## src/rtl/smr_pkg.sv

```systemverilog
package smr_pkg;

    localparam int KIND_W = 4;

    typedef logic [KIND_W-1:0] kind_t;

    // Kind codes the block reacts to; every other code is only reflected.
    localparam kind_t KIND_STOP_ON  = 4'd1;
    localparam kind_t KIND_STOP_OFF = 4'd2;
    localparam kind_t KIND_GRANT    = 4'd3;

    typedef enum logic [1:0] {
        PH_IDLE    = 2'd0,
        PH_REFLECT = 2'd1,
        PH_GRANT   = 2'd2
    } phase_e;

endpackage

```

## src/rtl/smr_link_tracker.sv

```systemverilog
// Per-link completion flags for one broadcast. A link's valid is held
// until that link accepts; 'arm' starts a fresh broadcast.
module smr_link_tracker #(
    parameter int LINKS = 3
) (
    input  logic             clk,
    input  logic             rst_n,
    input  logic             arm,
    input  logic             active,
    input  logic [LINKS-1:0] dn_ready,
    output logic [LINKS-1:0] dn_valid,
    output logic             all_done
);

    typedef struct packed {
        logic [LINKS-1:0] done;
    } trk_t;

    trk_t             st_d, st_q;
    logic [LINKS-1:0] taken;
    logic [LINKS-1:0] done_now;

    for (genvar g = 0; g < LINKS; g++) begin : g_link
        assign dn_valid[g] = active & ~st_q.done[g];
        assign taken[g]    = dn_valid[g] & dn_ready[g];
        assign done_now[g] = st_q.done[g] | taken[g];
    end

    assign all_done = active & (&done_now);

    always_comb begin
        st_d = st_q;
        if (arm) begin
            st_d.done = '0;
        end else begin
            st_d.done = done_now;
        end
    end

    always_ff @(posedge clk) begin
        if (!rst_n) begin
            st_q <= '0;
        end else begin
            st_q <= st_d;
        end
    end

endmodule

```

## src/rtl/smr_seq_ctrl.sv

```systemverilog
// Phase control: capture, reflect, optional grant, stop-state tracking.
module smr_seq_ctrl
    import smr_pkg::*;
#(
    parameter int ACT_W = 8
) (
    input  logic             clk,
    input  logic             rst_n,
    input  logic             up_valid,
    input  kind_t            up_kind,
    input  logic [ACT_W-1:0] up_action,
    input  logic             all_done,
    output logic             up_ready,
    output logic             arm,
    output logic             active,
    output kind_t            out_kind,
    output logic [ACT_W-1:0] out_action,
    output logic             stop_granted
);

    typedef struct packed {
        phase_e           phase;
        kind_t            kind;
        logic [ACT_W-1:0] action;
        logic             stop;
    } ctl_t;

    ctl_t st_d, st_q;

    assign up_ready     = (st_q.phase == PH_IDLE);
    assign active       = (st_q.phase != PH_IDLE);
    assign out_kind     = (st_q.phase == PH_GRANT) ? KIND_GRANT : st_q.kind;
    assign out_action   = st_q.action;
    assign stop_granted = st_q.stop;

    always_comb begin
        st_d = st_q;
        arm  = 1'b0;
        unique case (st_q.phase)
            PH_IDLE: begin
                if (up_valid) begin
                    st_d.kind   = up_kind;
                    st_d.action = up_action;
                    st_d.phase  = PH_REFLECT;
                    arm         = 1'b1;
                    if (up_kind == KIND_STOP_OFF) begin
                        st_d.stop = 1'b0;
                    end
                end
            end
            PH_REFLECT: begin
                if (all_done) begin
                    if (st_q.kind == KIND_STOP_ON) begin
                        st_d.phase = PH_GRANT;
                        arm        = 1'b1;
                    end else begin
                        st_d.phase = PH_IDLE;
                    end
                end
            end
            PH_GRANT: begin
                if (all_done) begin
                    st_d.phase = PH_IDLE;
                    st_d.stop  = 1'b1;
                end
            end
            default: begin
                st_d.phase = PH_IDLE;
            end
        endcase
    end

    always_ff @(posedge clk) begin
        if (!rst_n) begin
            st_q <= '{phase: PH_IDLE, kind: '0, action: '0, stop: 1'b0};
        end else begin
            st_q <= st_d;
        end
    end

endmodule

```

## src/rtl/smr_reflector.sv

```systemverilog
module smr_reflector
    import smr_pkg::*;
#(
    parameter int LINKS = 3,
    parameter int ACT_W = 8
) (
    input  logic             clk,
    input  logic             rst_n,
    input  logic             up_valid,
    output logic             up_ready,
    input  logic [3:0]       up_kind,
    input  logic [ACT_W-1:0] up_action,
    output logic [LINKS-1:0] dn_valid,
    input  logic [LINKS-1:0] dn_ready,
    output logic [3:0]       dn_kind,
    output logic [ACT_W-1:0] dn_action,
    output logic             stop_granted
);

    logic  arm;
    logic  active;
    logic  all_done;
    kind_t kind_w;

    smr_seq_ctrl #(
        .ACT_W(ACT_W)
    ) i_ctrl (
        .clk         (clk),
        .rst_n       (rst_n),
        .up_valid    (up_valid),
        .up_kind     (up_kind),
        .up_action   (up_action),
        .all_done    (all_done),
        .up_ready    (up_ready),
        .arm         (arm),
        .active      (active),
        .out_kind    (kind_w),
        .out_action  (dn_action),
        .stop_granted(stop_granted)
    );

    smr_link_tracker #(
        .LINKS(LINKS)
    ) i_links (
        .clk     (clk),
        .rst_n   (rst_n),
        .arm     (arm),
        .active  (active),
        .dn_ready(dn_ready),
        .dn_valid(dn_valid),
        .all_done(all_done)
    );

    assign dn_kind = kind_w;

endmodule

```

## config.mk

```make
export PLATFORM = sky130hd
export DESIGN_NAME = smr_reflector
export DESIGN_NICKNAME = d
export VERILOG_FILES = /design/src/rtl/smr_pkg.sv /design/src/rtl/smr_link_tracker.sv /design/src/rtl/smr_seq_ctrl.sv /design/src/rtl/smr_reflector.sv
export SDC_FILE = /design/constraint.sdc
export NUM_CORES = 1
export LEC_CHECK = 0
export CAP_MARGIN = 5
export CORE_UTILIZATION = 40
export DETAILED_ROUTE_END_ITERATION = 6
export MAX_ROUTING_LAYER = met4
export PLACE_DENSITY = 0.75
export RECOVER_POWER = 25
export SLEW_MARGIN = 15
export SYNTH_ARGS = -nofsm -noshare
export SYNTH_HDL_FRONTEND = slang
export SYNTH_SLANG_ARGS = --single-unit
export TNS_END_PERCENT = 20
```

## constraint.sdc

```tcl
create_clock -name clk -period 3.5 [get_ports clk]
set_input_delay 0.875 -clock clk [delete_from_list [all_inputs] [get_ports clk]]
set_output_delay 0.875 -clock clk [all_outputs]
set_load 0.005 [all_outputs]
```

==> flow_summary.ini, run 1 <==
[sta]
rsz0062_at_grt = no
fin_ws_ps = 679
period_minus_slack_ps = 2820
slew_viol_final = 0
max-slew-margin-rel_pct = 2.55
hold_viol = 0
setup_tns_ps = 0
post-route-period-util_pct = 80.6
worstMarginPinSlew_ps = 1460
fin_worst_skew_ps = 4.03
fmax_mhz = 354
setup_viol = 0

[yosys]
synth_top_family_by_area = simple AND/OR/NAND/NOR gates
synthesis.area_um2 = 855
synth_cell_types = 26
syn_area_per_cell_um2 = 8.46
yosys_warnings = 0
synth-simple-area-share_pct = 29.6
synth_xor_area_share_pct = 0
synth_compound_area_share_pct = 17.7
yosys_register_bits = 18
synthCells = 101
synthMuxAreaShare_pct = 0
synthAdderAreaFrac_pct = 0
yosysSeqAreaShare_pct = 42.2
syn_nets = 119

[setup_path]
timing.critical_path.from = up_valid
worstPathMaxFanout = 14
cp_top_family = simple AND/OR/NAND/NOR gates
critPathCapture = i_ctrl.stop_granted
rrSetupSlack_ps = 1410
r2r-start = i_ctrl.st_q[14]
reg2reg_depth = 3
cp.required_ps = 3690
endpoint_kind = flop
cpPeakStageDelay_ps = 1150
critical_path_class = in -> reg
cp_slowest_cell = nor3b_1
arrival_ps = 3010
cp-start-kind = input port
crit_chain = dlygate4sd3_1 -> nor3b_1 -> nand2_1 -> a32o_1
cp.depth = 4
path_buf_inv = 1
rr_endpoint = i_ctrl.stop_granted

[floorplan]
die_h_um = 48.2
core-area_um2 = 1980
std_cell_rows = 16
ios = 35
design.die.area_um2 = 2330
initial_utilization_pct = 43.1
die_w_um = 48.2

[final_layout]
layout.nets = 146
areaGrowthSynthToFinish_pct = 36.3
final_cell_count_no_fill = 154
fin_util_pct = 58.8
drive_gt1_share_pct = 4.72
diodes = 0
fillCellCount = 188

[clock_tree]
cts.clk_slew.worst_paths_ps = 100
cts_root_buf = clkbuf_4
clock_path_buffers = 2
cts_hold_buffers = 0
clock-sinks = 18
cts_resized = 0
cts_buffers = 3
cts_setup_buffers = 0
cts_tree = done
cts-htree-levels = 1
insertion_delay_ps = 290

[grt]
grt-ovfl-total = 0
grt_pass1_vias = 604
grt_usage_pct = 15.1
grt_first_pass_wirelength_mm = 2.42
grt_antenna_before_repair = 0
grt_start_max_net_pins = 19

[place]
portBuffers = 34
gp_congestion = 0.720
hpwl_mm = 1.20
dp_cells = 150
pre_cts_slack_ps = 1150

[run]
max_cap_viol_count = 0

[drt]
firstDrtPassIters = 4
drt_iter0_drc = 11
drt_wl_total_mm = 1.65
route.vias.total = 748
route.detailed.drc = 0
vias_per_cell = 4.86
wl_per_cell_um = 10.7
antenna_left = 0

[outcome]
outcome = complete, no violations

[worst_hold_path]
min-delay-start = i_ctrl.out_action[3]
min-delay-path-class = reg -> reg

[power_and_ir_drop]
ir_drop_v = 0.000223
power_per_cell_area_nw_per_um2 = 385
p_leak_nw = 0.444
-- cells in the final DEF, fill, tap and decap left out, types with 2 or more instances in the layout --
cell type	count
a21boi_0	6
clkbuf_4	3
a21oi_1	3
nor3_1	3
and2_1	2
dfxtp_1	18
nor2_1	4
clkdlybuf4s50_1	33
nand2_1	28
nand2b_1	3
a21boi_1	6
nor4b_1	2
o21ai_0	2
-- through the flow --
stage	cell area, µm²	power, mW	hold slack, ps
3_3_place_gp	1140	0.330	439
3_5_place_dp	1140	0.332	445
2_1_floorplan	855	0.285	435
6_report	1160	0.449	455
5_1_grt	1160	0.473	484
4_1_cts	1180	0.459	460
-- flip-flops by register name, indices dropped and copies added, names as in the netlist --
| signal | cells |
|---|---|
| i_ctrl.out_action | 8 |
| i_ctrl.st_q | 6 |
| i_ctrl.stop_granted | 1 |
| i_links.st_q | 3 |
-- report_power, final --
| part | leakage [nW] | internal, mW | total [mW] | switching, mW |
|---|---|---|---|---|
| logic | 0.276 | 0.0589 | 0.0965 | 0.0376 |
| registers | 0.147 | 0.218 | 0.226 | 0.00881 |
| clock network | 0.0210 | 0.0633 | 0.126 | 0.0628 |
| total | 0.444 | 0.340 | 0.449 | 0.109 |
-- tightest hold or removal path, cell delays in order, from the launching register on --
cell,delay (ps)
dfxtp_1,320
nand2_1,50
a21boi_1,50
-- worst min-delay path by stage --
| stage | end | slack [ps] | depth (start not counted) |
|---|---|---|---|
| finish | i_ctrl.out_action[3] | 450 | 2 |
| global route | i_ctrl.out_action[3] | 480 | 2 |
| CTS | i_ctrl.out_action[3] | 460 | 2 |
| detailed placement | i_ctrl.out_action[3] | 450 | 2 |
| global placement | i_ctrl.out_action[5] | 440 | 2 |
| floorplan | i_ctrl.out_action[0] | 440 | 2 |
-- cell type report --
class	count	area (µm²)	share of cell area [%]
multi-input cells	70	390	33.5
flip-flops and latches	18	360	30.9
repair buffers	34	340	29.2
clock buffers	4	36.3	3.11
well taps	27	33.8	2.90
inverters	1	3.75	0.322
-- metal layers --
layer / track usage, % / wire [µm]
met1: 18.7 / 757
met4: 5.00 / 0
met2: 25.1 / 798
met5: - / 0
met3: 2.22 / 93
-- kinds of logic after synthesis --
group,count (synthesis)
AO/OA/AOI/OAI,21
buffers and inverters,13
flip-flops,18
AND/OR/NAND/NOR,49
-- synth_stat cells --
cell / count / area share, %
buf_6: 1 / 1.3
a21boi_1: 10 / 8.8
a21oi_1: 3 / 1.8
nand2b_1: 3 / 2.2
o21ai_0: 2 / 1.2
nor3_1: 3 / 1.8
nor4b_1: 2 / 2.1
nor3b_4: 1 / 2.2
a21boi_0: 2 / 1.8
inv_1: 1 / 0.44
nor2_1: 4 / 1.8
nor2b_1: 1 / 0.73
o31ai_1: 1 / 0.88
and2_1: 2 / 1.5
buf_4: 9 / 7.9
o22ai_1: 1 / 0.73
and4bb_1: 1 / 1.5
nand3_1: 1 / 0.59
or2_2: 1 / 0.73
or3b_4: 1 / 1.3
dfxtp_1: 18 / 42
a32o_1: 1 / 1.2
nand2_1: 28 / 12
o22ai_2: 1 / 1.5
clkbuf_1: 2 / 0.88
and3b_1: 1 / 1.0
Power figures use the tool's default switching activity.
==> inputs of run 2 (changes only) <==
==> constraint.sdc (replaced) <==
create_clock -name clk -period 2.7 [get_ports clk]
set_input_delay 0.675 -clock clk [delete_from_list [all_inputs] [get_ports clk]]
set_output_delay 0.675 -clock clk [all_outputs]
set_load 0.005 [all_outputs]
==> flow_summary.ini, run 2 (synthesis results as in run 1) <==
[floorplan]
design.die.area_um2 = 2330
die_w_um = 48.2
initial_utilization_pct = 43.1
core-area_um2 = 1980
die_h_um = 48.2
ios = 35
std_cell_rows = 16

[setup_path]
cp.required_ps = 2030
cpPeakStageDelay_ps = 510
arrival_ps = 1650
critical_path_class = reg -> out
path_buf_inv = 2
cp_top_family = buffers and inverters
worstPathMaxFanout = 7
crit_chain = or2_2 -> inv_1 -> clkdlybuf4s50_1
cp-start-kind = flop
endpoint_kind = output pin
cp_slowest_cell = clkdlybuf4s50_1

[drt]
antenna_left = 0
wl_per_cell_um = 10.8
route.detailed.drc = 0
drt_wl_total_mm = 1.66
drt_iter0_drc = 8
route.vias.total = 731
firstDrtPassIters = 4
vias_per_cell = 4.75

[place]
portBuffers = 34
hpwl_mm = 1.22
gp_congestion = 0.721

[sta]
setup_viol = 0
period_minus_slack_ps = 2330
post-route-period-util_pct = 86.2
slew_viol_final = 0
max-slew-margin-rel_pct = 66.3
fmax_mhz = 430
rsz0062_at_grt = no
setup_tns_ps = 0
fin_worst_skew_ps = 3.17
worstMarginPinSlew_ps = 504
hold_viol = 0

[grt]
grt_pass1_vias = 634
grt_start_max_net_pins = 19
grt_antenna_before_repair = 0
grt-ovfl-total = 0
grt_usage_pct = 15.9
grt_first_pass_wirelength_mm = 2.54

[clock_tree]
clock_path_buffers = 2
cts_tree = done
cts_hold_buffers = 0
insertion_delay_ps = 280
cts_root_buf = clkbuf_4
cts.clk_slew.worst_paths_ps = 100
cts-htree-levels = 1
clock-sinks = 18
cts_buffers = 3
cts_setup_buffers = 0
cts_resized = 0

[final_layout]
drive_gt1_share_pct = 5.51
areaGrowthSynthToFinish_pct = 36.9
final_common_cell = clkdlybuf4s50_1
layout.nets = 147
layout_common_cells = 33 x clkdlybuf4s50_1, 28 x nand2_1, 18 x dfxtp_1
diodes = 0
largest_reg_flops = 8

[worst_hold_path]
min-delay-path-class = reg -> reg

[run]
max_cap_viol_count = 0

[power_and_ir_drop]
power_mw = 0.550
power_per_cell_area_nw_per_um2 = 470
ir_drop_v = 0.000281
p_leak_nw = 0.445

[outcome]
outcome = complete, no violations
run 2: worst paths after layout:
path / startpoint / end / cells past startpoint / slack [ps]
setup / recovery: i_ctrl.st_q[14] / up_ready / 3 / 370
hold / removal: i_ctrl.out_action[5] / i_ctrl.out_action[5] / 2 / 460
setup reg to reg: i_ctrl.st_q[14] / i_links.st_q[1] / 3 / 1330
hold reg to reg: i_ctrl.out_action[5] / i_ctrl.out_action[5] / 2 / 460
run 2: worst reg2reg max path, stage by stage, from the launching register on:
cell	delay, ps
dfxtp_1	390
or3b_1	600
nand2_1	200
nor3_1	70
run 2: area by class of cell:
class                   instances  area, µm²
clock buffers                   3       22.5
fillers                       193        812
inverters                       1       3.75
multi-input cells              70        402
flip-flops and latches         18        360
well taps                      27       33.8
repair buffers                 35        348
run 2: where the power goes:
| part | switching (mW) | internal [mW] | total, mW |
|---|---|---|---|
| sequential | 0.0123 | 0.282 | 0.294 |
| combinational | 0.0486 | 0.0792 | 0.128 |
| clock | 0.0758 | 0.0517 | 0.128 |
run 2: routing by layer:
| metal | wire length, µm | part of all wire [%] | track usage (%) | up-vias |
|---|---|---|---|---|
| li1 | - | - | - | 383 |
| met1 | 769 | 46 | 18.6 | 319 |
| met2 | 783 | 47 | 28.0 | 29 |
| met3 | 105 | 6.3 | 3.33 | 0 |
| met4 | 0 | 0 | 3.33 | 0 |
| met5 | 0 | 0 | - | - |
run 2: per-stage QoR:
step | hold WS [ps] | instances | utilization (%) | setup WS, ps | cell area, µm²
floorplan | 435 | 101 | - | 1160 | 855
detailed placement | 445 | 151 | 58.0 | 695 | 1150
finish | 456 | 154 | 59.0 | 373 | 1170
global placement | 441 | 151 | 58.0 | 699 | 1150
global route | 477 | 154 | 59.0 | 273 | 1170
CTS | 459 | 154 | 59.2 | 363 | 1170
